$ cat src/rtl/spi_dr_pkg.sv
package spi_dr_pkg;
  localparam int DATA_W = 8;
  localparam int RATE_W = 3;
  localparam int ADDR_W = 2;

  localparam logic [ADDR_W-1:0] A_CTRL = 2'd0;
  localparam logic [ADDR_W-1:0] A_STAT = 2'd1;
  localparam logic [ADDR_W-1:0] A_DATA = 2'd2;

  typedef struct packed {
    logic [RATE_W-1:0] rate;
    logic              cpha;
    logic              cpol;
    logic              master;
    logic              en;
  } ctrl_t;

  typedef struct packed {
    logic wcol;
    logic modf;
    logic done;
  } stat_t;
endpackage

$ cat src/rtl/spi_dr_sync.sv
module spi_dr_sync #(
  parameter int             W       = 3,
  parameter logic [W-1:0]   RST_VAL = '0
) (
  input  logic         clk,
  input  logic         rst_n,
  input  logic [W-1:0] d,
  output logic [W-1:0] q
);
  logic [W-1:0] meta;

  always_ff @(posedge clk or negedge rst_n) begin
    if (!rst_n) begin
      meta <= RST_VAL;
      q    <= RST_VAL;
    end else begin
      meta <= d;
      q    <= meta;
    end
  end
endmodule

$ cat src/rtl/spi_dr_div.sv
module spi_dr_div #(
  parameter int RATE_W = 3
) (
  input  logic              clk,
  input  logic              rst_n,
  input  logic              run,
  input  logic [RATE_W-1:0] rate,
  output logic              tick
);
  localparam int CW = (1 << RATE_W) - 1;

  logic [CW-1:0] cnt;
  logic [CW-1:0] limit;

  assign limit = CW'((32'd1 << rate) - 32'd1);
  assign tick  = run && (cnt == limit);

  always_ff @(posedge clk or negedge rst_n) begin
    if (!rst_n)               cnt <= '0;
    else if (!run || tick)    cnt <= '0;
    else                      cnt <= cnt + 1'b1;
  end
endmodule

$ cat src/rtl/spi_dr_engine.sv
module spi_dr_engine #(
  parameter int DATA_W = 8
) (
  input  logic              clk,
  input  logic              rst_n,
  input  logic              master,
  input  logic              cpol,
  input  logic              cpha,
  input  logic              start,
  input  logic              abort,
  input  logic              sel,
  input  logic              tick,
  input  logic              s_sck,
  input  logic              s_mosi,
  input  logic              miso_i,
  input  logic [DATA_W-1:0] tx_byte,
  output logic              busy,
  output logic              sck_o,
  output logic              ser_o,
  output logic              done,
  output logic [DATA_W-1:0] rx_byte
);
  localparam int EDGES = 2 * DATA_W;
  localparam int EW    = $clog2(EDGES);

  logic [DATA_W-1:0] tx_sr, rx_sr, rx_nxt;
  logic [EW-1:0]     ecnt;
  logic              tgl, sel_q, sck_q;
  logic              ev, samp, shf, last, in_bit, slv_go;

  // edge event: divider tick as master, synchronised SCK change as slave
  assign ev     = busy && (master ? tick : (s_sck != sck_q));
  assign samp   = ev && (ecnt[0] == cpha);
  assign shf    = ev && (ecnt[0] != cpha) && (ecnt != '0);
  assign last   = ev && (ecnt == EW'(EDGES - 1));
  assign in_bit = master ? miso_i : s_mosi;
  assign rx_nxt = {rx_sr[DATA_W-2:0], in_bit};
  assign slv_go = !master && sel && !sel_q;

  assign sck_o = cpol ^ tgl;
  assign ser_o = tx_sr[DATA_W-1];

  always_ff @(posedge clk or negedge rst_n) begin
    if (!rst_n) begin
      busy    <= 1'b0;
      tgl     <= 1'b0;
      ecnt    <= '0;
      tx_sr   <= '0;
      rx_sr   <= '0;
      rx_byte <= '0;
      done    <= 1'b0;
      sel_q   <= 1'b0;
      sck_q   <= 1'b0;
    end else begin
      sck_q <= s_sck;
      sel_q <= sel;
      done  <= 1'b0;
      if (abort || (!master && !sel)) begin
        busy <= 1'b0;
        tgl  <= 1'b0;
        ecnt <= '0;
      end else if (!busy && ((master && start) || slv_go)) begin
        busy  <= 1'b1;
        tx_sr <= tx_byte;
        ecnt  <= '0;
        tgl   <= 1'b0;
      end else if (ev) begin
        ecnt <= ecnt + 1'b1;
        if (master) tgl <= ~tgl;
        if (samp)   rx_sr <= rx_nxt;
        if (shf)    tx_sr <= {tx_sr[DATA_W-2:0], 1'b0};
        if (last) begin
          busy    <= 1'b0;
          done    <= 1'b1;
          rx_byte <= samp ? rx_nxt : rx_sr;
        end
      end
    end
  end

  // master SCK rests at polarity level between bytes
  p_idle_level_r3: assert property (@(posedge clk) disable iff (!rst_n)
    (master && !busy) |-> (sck_o == cpol));
  // completion only follows an active transfer
  p_done_after_busy_r1: assert property (@(posedge clk) disable iff (!rst_n)
    done |-> $past(busy));
  // shift data is frozen between edges, so a collided write cannot touch it
  p_shift_hold_r7: assert property (@(posedge clk) disable iff (!rst_n)
    (busy && !ev) |=> $stable(tx_sr));
endmodule

$ cat src/rtl/spi_dr_top.sv
module spi_dr_top
  import spi_dr_pkg::*;
(
  input  logic              clk,
  input  logic              rst_n,
  input  logic [ADDR_W-1:0] reg_addr,
  input  logic              reg_wr,
  input  logic              reg_rd,
  input  logic [DATA_W-1:0] reg_wdata,
  output logic [DATA_W-1:0] reg_rdata,
  output logic              irq,
  input  logic              sck_i,
  output logic              sck_o,
  output logic              sck_oe,
  input  logic              mosi_i,
  output logic              mosi_o,
  output logic              mosi_oe,
  input  logic              miso_i,
  output logic              miso_o,
  output logic              miso_oe,
  input  logic              ss_n_i
);
  localparam int CTRL_W = $bits(ctrl_t);
  localparam int STAT_W = $bits(stat_t);

  ctrl_t             ctrl;
  stat_t             stat;
  logic              armed;
  logic [DATA_W-1:0] tx_hold, rx_byte, tx_byte;
  logic [2:0]        sync_q;
  logic              ss_s, sck_s, mosi_s, sel;
  logic              busy, done_p, tick, ser, eng_sck;
  logic              data_wr, data_rd, stat_rd, clr;
  logic              modf_ev, wcol_ev, start, abort;

  spi_dr_sync #(.W(3), .RST_VAL(3'b100)) u_sync (
    .clk(clk), .rst_n(rst_n), .d({ss_n_i, sck_i, mosi_i}), .q(sync_q));
  assign {ss_s, sck_s, mosi_s} = sync_q;
  assign sel = !ss_s;

  assign data_wr = reg_wr && (reg_addr == A_DATA);
  assign data_rd = reg_rd && (reg_addr == A_DATA);
  assign stat_rd = reg_rd && (reg_addr == A_STAT);
  assign clr     = armed && (data_wr || data_rd);
  assign modf_ev = ctrl.en && ctrl.master && sel;
  assign wcol_ev = data_wr && busy;
  assign start   = data_wr && !busy && ctrl.en;
  assign abort   = !ctrl.en || modf_ev;
  assign tx_byte = ctrl.master ? reg_wdata : tx_hold;

  spi_dr_div #(.RATE_W(RATE_W)) u_div (
    .clk(clk), .rst_n(rst_n), .run(busy && ctrl.master),
    .rate(ctrl.rate), .tick(tick));

  spi_dr_engine #(.DATA_W(DATA_W)) u_eng (
    .clk(clk), .rst_n(rst_n), .master(ctrl.master), .cpol(ctrl.cpol),
    .cpha(ctrl.cpha), .start(start), .abort(abort), .sel(sel), .tick(tick),
    .s_sck(sck_s), .s_mosi(mosi_s), .miso_i(miso_i), .tx_byte(tx_byte),
    .busy(busy), .sck_o(eng_sck), .ser_o(ser), .done(done_p), .rx_byte(rx_byte));

  always_ff @(posedge clk or negedge rst_n) begin
    if (!rst_n) begin
      ctrl    <= '0;
      stat    <= '0;
      armed   <= 1'b0;
      tx_hold <= '0;
    end else begin
      if (reg_wr && reg_addr == A_CTRL) ctrl <= ctrl_t'(reg_wdata[CTRL_W-1:0]);
      if (modf_ev) ctrl.master <= 1'b0;
      if (data_wr && !busy) tx_hold <= reg_wdata;
      if (stat_rd)                 armed <= 1'b1;
      else if (data_wr || data_rd) armed <= 1'b0;
      stat.done <= done_p  || (stat.done && !clr);
      stat.modf <= modf_ev || (stat.modf && !clr);
      stat.wcol <= wcol_ev || (stat.wcol && !clr);
    end
  end

  always_comb begin
    unique case (reg_addr)
      A_CTRL:  reg_rdata = DATA_W'(ctrl);
      A_STAT:  reg_rdata = DATA_W'(stat);
      A_DATA:  reg_rdata = rx_byte;
      default: reg_rdata = '0;
    endcase
  end

  assign irq     = |stat[STAT_W-1:0];
  assign sck_o   = eng_sck;
  assign sck_oe  = ctrl.en && ctrl.master;
  assign mosi_o  = ser;
  assign mosi_oe = ctrl.en && ctrl.master;
  assign miso_o  = ser;
  assign miso_oe = ctrl.en && !ctrl.master && sel;

  // a fault always leaves the block out of the master role
  p_modf_drop_r6: assert property (@(posedge clk) disable iff (!rst_n)
    $rose(stat.modf) |-> !ctrl.master);
  // a busy data write raises the collision flag
  p_wcol_set_r7: assert property (@(posedge clk) disable iff (!rst_n)
    (data_wr && busy) |=> stat.wcol);
  // the two data outputs are never driven together
  p_one_driver_r9: assert property (@(posedge clk) disable iff (!rst_n)
    miso_oe |-> !mosi_oe);
endmodule

$ cat config.mk
export PLATFORM = sky130hd
export DESIGN_NAME = spi_dr_top
export DESIGN_NICKNAME = d
export VERILOG_FILES = /design/src/rtl/spi_dr_pkg.sv /design/src/rtl/spi_dr_sync.sv /design/src/rtl/spi_dr_div.sv /design/src/rtl/spi_dr_engine.sv /design/src/rtl/spi_dr_top.sv
export SDC_FILE = /design/constraint.sdc
export NUM_CORES = 1
export LEC_CHECK = 0
export BUFFER_PORTS_ARGS = -buffer_cell sky130_fd_sc_hd__buf_2
export CAP_MARGIN = 20
export CORE_UTILIZATION = 61
export CTS_BUF_LIST = sky130_fd_sc_hd__clkbuf_2 sky130_fd_sc_hd__clkbuf_4 sky130_fd_sc_hd__clkbuf_8
export CTS_CLUSTER_SIZE = 28
export DETAILED_ROUTE_END_ITERATION = 12
export HOLD_SLACK_MARGIN = 0.06
export PLACE_DENSITY_LB_ADDON = 0.1
export RECOVER_POWER = 50
export SYNTH_ARGS = -nofsm -noshare
export SYNTH_HDL_FRONTEND = slang
export SYNTH_HIERARCHICAL = 1
export SYNTH_SLANG_ARGS = --single-unit
export TNS_END_PERCENT = 20
$ cat constraint.sdc
create_clock -name clk -period 3.91 [get_ports clk]
set_input_delay 0.1955 -clock clk [delete_from_list [all_inputs] [get_ports clk]]
set_output_delay 0.1955 -clock clk [all_outputs]
set_load 0.02 [all_outputs]
==> impl_metrics.yaml <==
logic_synthesis:
  ys_seq_elements: 65
  yosys_warnings: 6
  syn_inst: 264
  synth.top_cell.area_share_pct: 47.05
  synth_nets: 285
  post-synth-top-area-cell: "dfrtp_1"
  synth_edf_count: 0
  async_flop_share_pct: 100.0
  yosysSeqAreaShare_pct: 48.62
  synth_cell_type_count: 53
  ys_top_cells_by_area: "dfrtp_1, mux2_2, mux2_4"
  avgSynthCellArea_sq_um: 12.69
  synth_area_sq_um: 3351
  synthFlopType: "dfrtp_1"
floorplan:
  num_io_pins: 33
  die_x_microns: 76.12
  core_sq_um: 5205
  start_util_pct: 64.38
  die-height_microns: 76.12
  dieArea_sq_um: 5793
  rows: 26
global_routing:
  grt_max_degree: 38
  grt_overflow: 0
  grt_pass1_vias: 2099
  grt_use_total_pct: 22.97
  grt_antenna_before_repair: 0
  grt_pass1_wl_microns: 10310
critical_path:
  cp_max_fo: 11
  crit_arrival_ns: 3.57
  crit_start: "ctrl[6]"
  r2r_slack_ns: 0.56
  timing.rr.start: "ctrl[6]"
  rr_endpoint: "u_eng/rx_byte[7]"
  worstSetupPathType: "register to register"
  crit_path_end_kind: "register"
  reg2regPathDepth: 8
  worst_setup_path_start_kind: "register"
  crit_required_ns: 4.12
timing:
  tightestPinTransition_ns: 1.538
  setup_tns_ns: 0
  layout_setup_ws_ns: 0.5587
  rsz0062_at_grt: "false"
  timing.hold.ws_ns: 0.1198
  min_period_ns: 3.351
  max_freq_ghz: 0.2984
  maxSlewViolCount: 30
  finalSetupViolCount: 0
  hold_violations: 0
  maxSlewHeadroom_pct: -2.549
  skew_ns: 0.01240
  min_period_over_period_pct: 85.71
cts:
  clk_latency_ns: 0.34
  clkTransAtPathRegs_ns: 0.07
  cts_sinks: 65
  cts-root-buf: "clkbuf_8"
  cts_resized: 0
  htreeDepth: 3
  cts_tree: "built"
  clk_path_buf_depth: 2
  cts_buffers: 9
outcome:
  violations: "max-capacitance violations, max-slew violations"
  status: "finished, violations left"
cells_and_area:
  syn_to_final_growth_pct: 10.49
  final_layout_size_suffix_gt1_share_pct: 37.46
  diodes: 0
  nets: 323
place:
  hpwl_microns: 4234
  numPortBuffers: 32
  dp_slack_ns: 0.6020
  gp_congestion: 0.7634
route:
  first_iter_violations: 118
  via_per_inst: 5.642
  route.detailed.drc: 0
  first_pass_iters: 4
  ant_nets: 0
  wl_per_cell_microns: 15.84
  via_count: 2127
  totalWireLength_microns: 5970
min_path:
  min_path_cells: 2
  min_to: "ctrl[0]"
  min-delay-start: "reg_wdata[0]"
  hp-class: "primary input to register"
flow_run:
  cap_violations: 1
power_and_ir_drop:
  ir_worst_vdd_uv: 370.7
  p_leak_uw: 0.001707
  powerDensity_nw_per_um2: 471.4
[synthesized netlist by cell type, types with 2 or more instances]
cell      instances
nand2_1          10
a21oi_1           4
nor2_1           13
and2_1            4
o211ai_1          2
xnor2_1           5
buf_2             4
a211oi_1          6
a32o_1            2
buf_6             4
mux2i_1           9
and3_1            3
a21o_1            2
inv_1             9
mux2_4            7
o21ai_0           9
ha_1              3
nor2b_1           2
or3_1             2
nand3_1           5
dfrtp_1          63
mux2_2           54
o21a_1            2
dfstp_2           2
buf_4             3
xor2_1            8
[timing repair]
action,in CTS,in global routing
hold buffers,4,0
setup endpoints to repair,0,0
buffers inserted,0,0
hold endpoints to repair,29,0
[worst max-delay path by stage]
stage	endpoint	slack, ns	cells after the start
global route	u_eng/rx_byte[7]	0.32	8
detailed placement	u_eng/rx_byte[4]	0.60	8
finish	u_eng/rx_byte[7]	0.56	8
global placement	u_eng/rx_byte[5]	0.71	8
floorplan	u_eng/rx_byte[0]	0.98	9
CTS	u_eng/rx_byte[7]	0.58	8
[sequential cells by signal, indices dropped and copies added (netlist names), 3 cells and up]
name,cells
u_eng/rx_sr,8
u_sync/meta,3
u_eng/ecnt,4
u_eng/rx_byte,8
stat,3
tx_hold,8
u_sync/q,3
u_div/cnt,7
u_eng/tx_sr,8
ctrl,7
[cells by family (layout without fill, tap and decap cells)]
logic type	count (synthesis)	in the layout	synth area share (%)
multiplexers	70	70	23.97
XOR/XNOR	13	13	3.398
buffers and inverters	20	63	3.622
AND/OR/NAND/NOR	53	53	9.784
adder cells (fa/ha/maj)	3	3	1.120
AO/OA/AOI/OAI	40	40	9.484
flip-flops	65	65	48.62
[worst max-delay path, stage by stage, from the launching register on]
cell	delay, ns
dfrtp_1	0.51
or4_4	0.56
o211ai_2	0.08
nor4b_4	0.42
and3_1	0.26
or2b_2	0.15
o2111ai_1	0.20
nor3_2	0.64
mux2_2	0.41
[cells in the final DEF, fill, tap and decap left out, types with 2 or more instances in the layout]
cell | netlist | layout
dfrtp_1 | 63 | 63
mux2_2 | 54 | 54
buf_2 | 4 | 21
nor2_1 | 13 | 13
clkbuf_1 | 0 | 11
nand2_1 | 10 | 10
mux2i_1 | 9 | 9
o21ai_0 | 9 | 9
inv_1 | 9 | 9
clkbuf_8 | 0 | 9
xor2_1 | 8 | 8
mux2_4 | 7 | 7
a211oi_1 | 6 | 6
nand3_1 | 5 | 5
xnor2_1 | 5 | 5
dlygate4sd3_1 | 0 | 4
a21oi_1 | 4 | 4
nor2b_1 | 2 | 3
and2_1 | 4 | 3
and3_1 | 3 | 3
clkinv_2 | 0 | 3
ha_1 | 3 | 3
o211ai_1 | 2 | 2
a21o_1 | 2 | 2
a32o_1 | 2 | 2
or3_1 | 2 | 2
nor3b_1 | 1 | 2
clkinvlp_4 | 0 | 2
clkinv_4 | 0 | 2
o21a_1 | 2 | 2
dfstp_2 | 2 | 2
[report_power, final]
part	switching [uW]	internal, uW
Combinational	201	220
Sequential	72.2	761
Clock	263	228
Total	536	1210
[metrics by stage]
stage                     utilization [%]  cells  total power (uW)  instance area (sq um)
after CTS                           71.80    377              1768                   3737
after global routing                71.13    377              1842                   3702
after detailed placement            67.74    357              1273                   3526
after global placement              67.74    357              1260                   3526
after floorplan                         -    264              1178                   3351
final                               71.13    377              1745                   3702
[final cells by class]
cell class / instances / area, sq um
Timing Repair Buffer: 38 / 198.9
Fill cell: 393 / 1503
Sequential cell: 65 / 1629
Multi-Input combinational cell: 179 / 1582
Inverter: 9 / 33.78
Clock buffer: 9 / 123.9
Tap cell: 70 / 87.58
Clock inverter: 7 / 47.55
[metal layers]
metal	GRT usage [%]	share of wire (%)
met3	5.269	3.4
met2	34.45	46
met4	8.846	1.5
met1	32.61	49
met5	0	0
No activity file was read; power rests on OpenSTA's default activity.
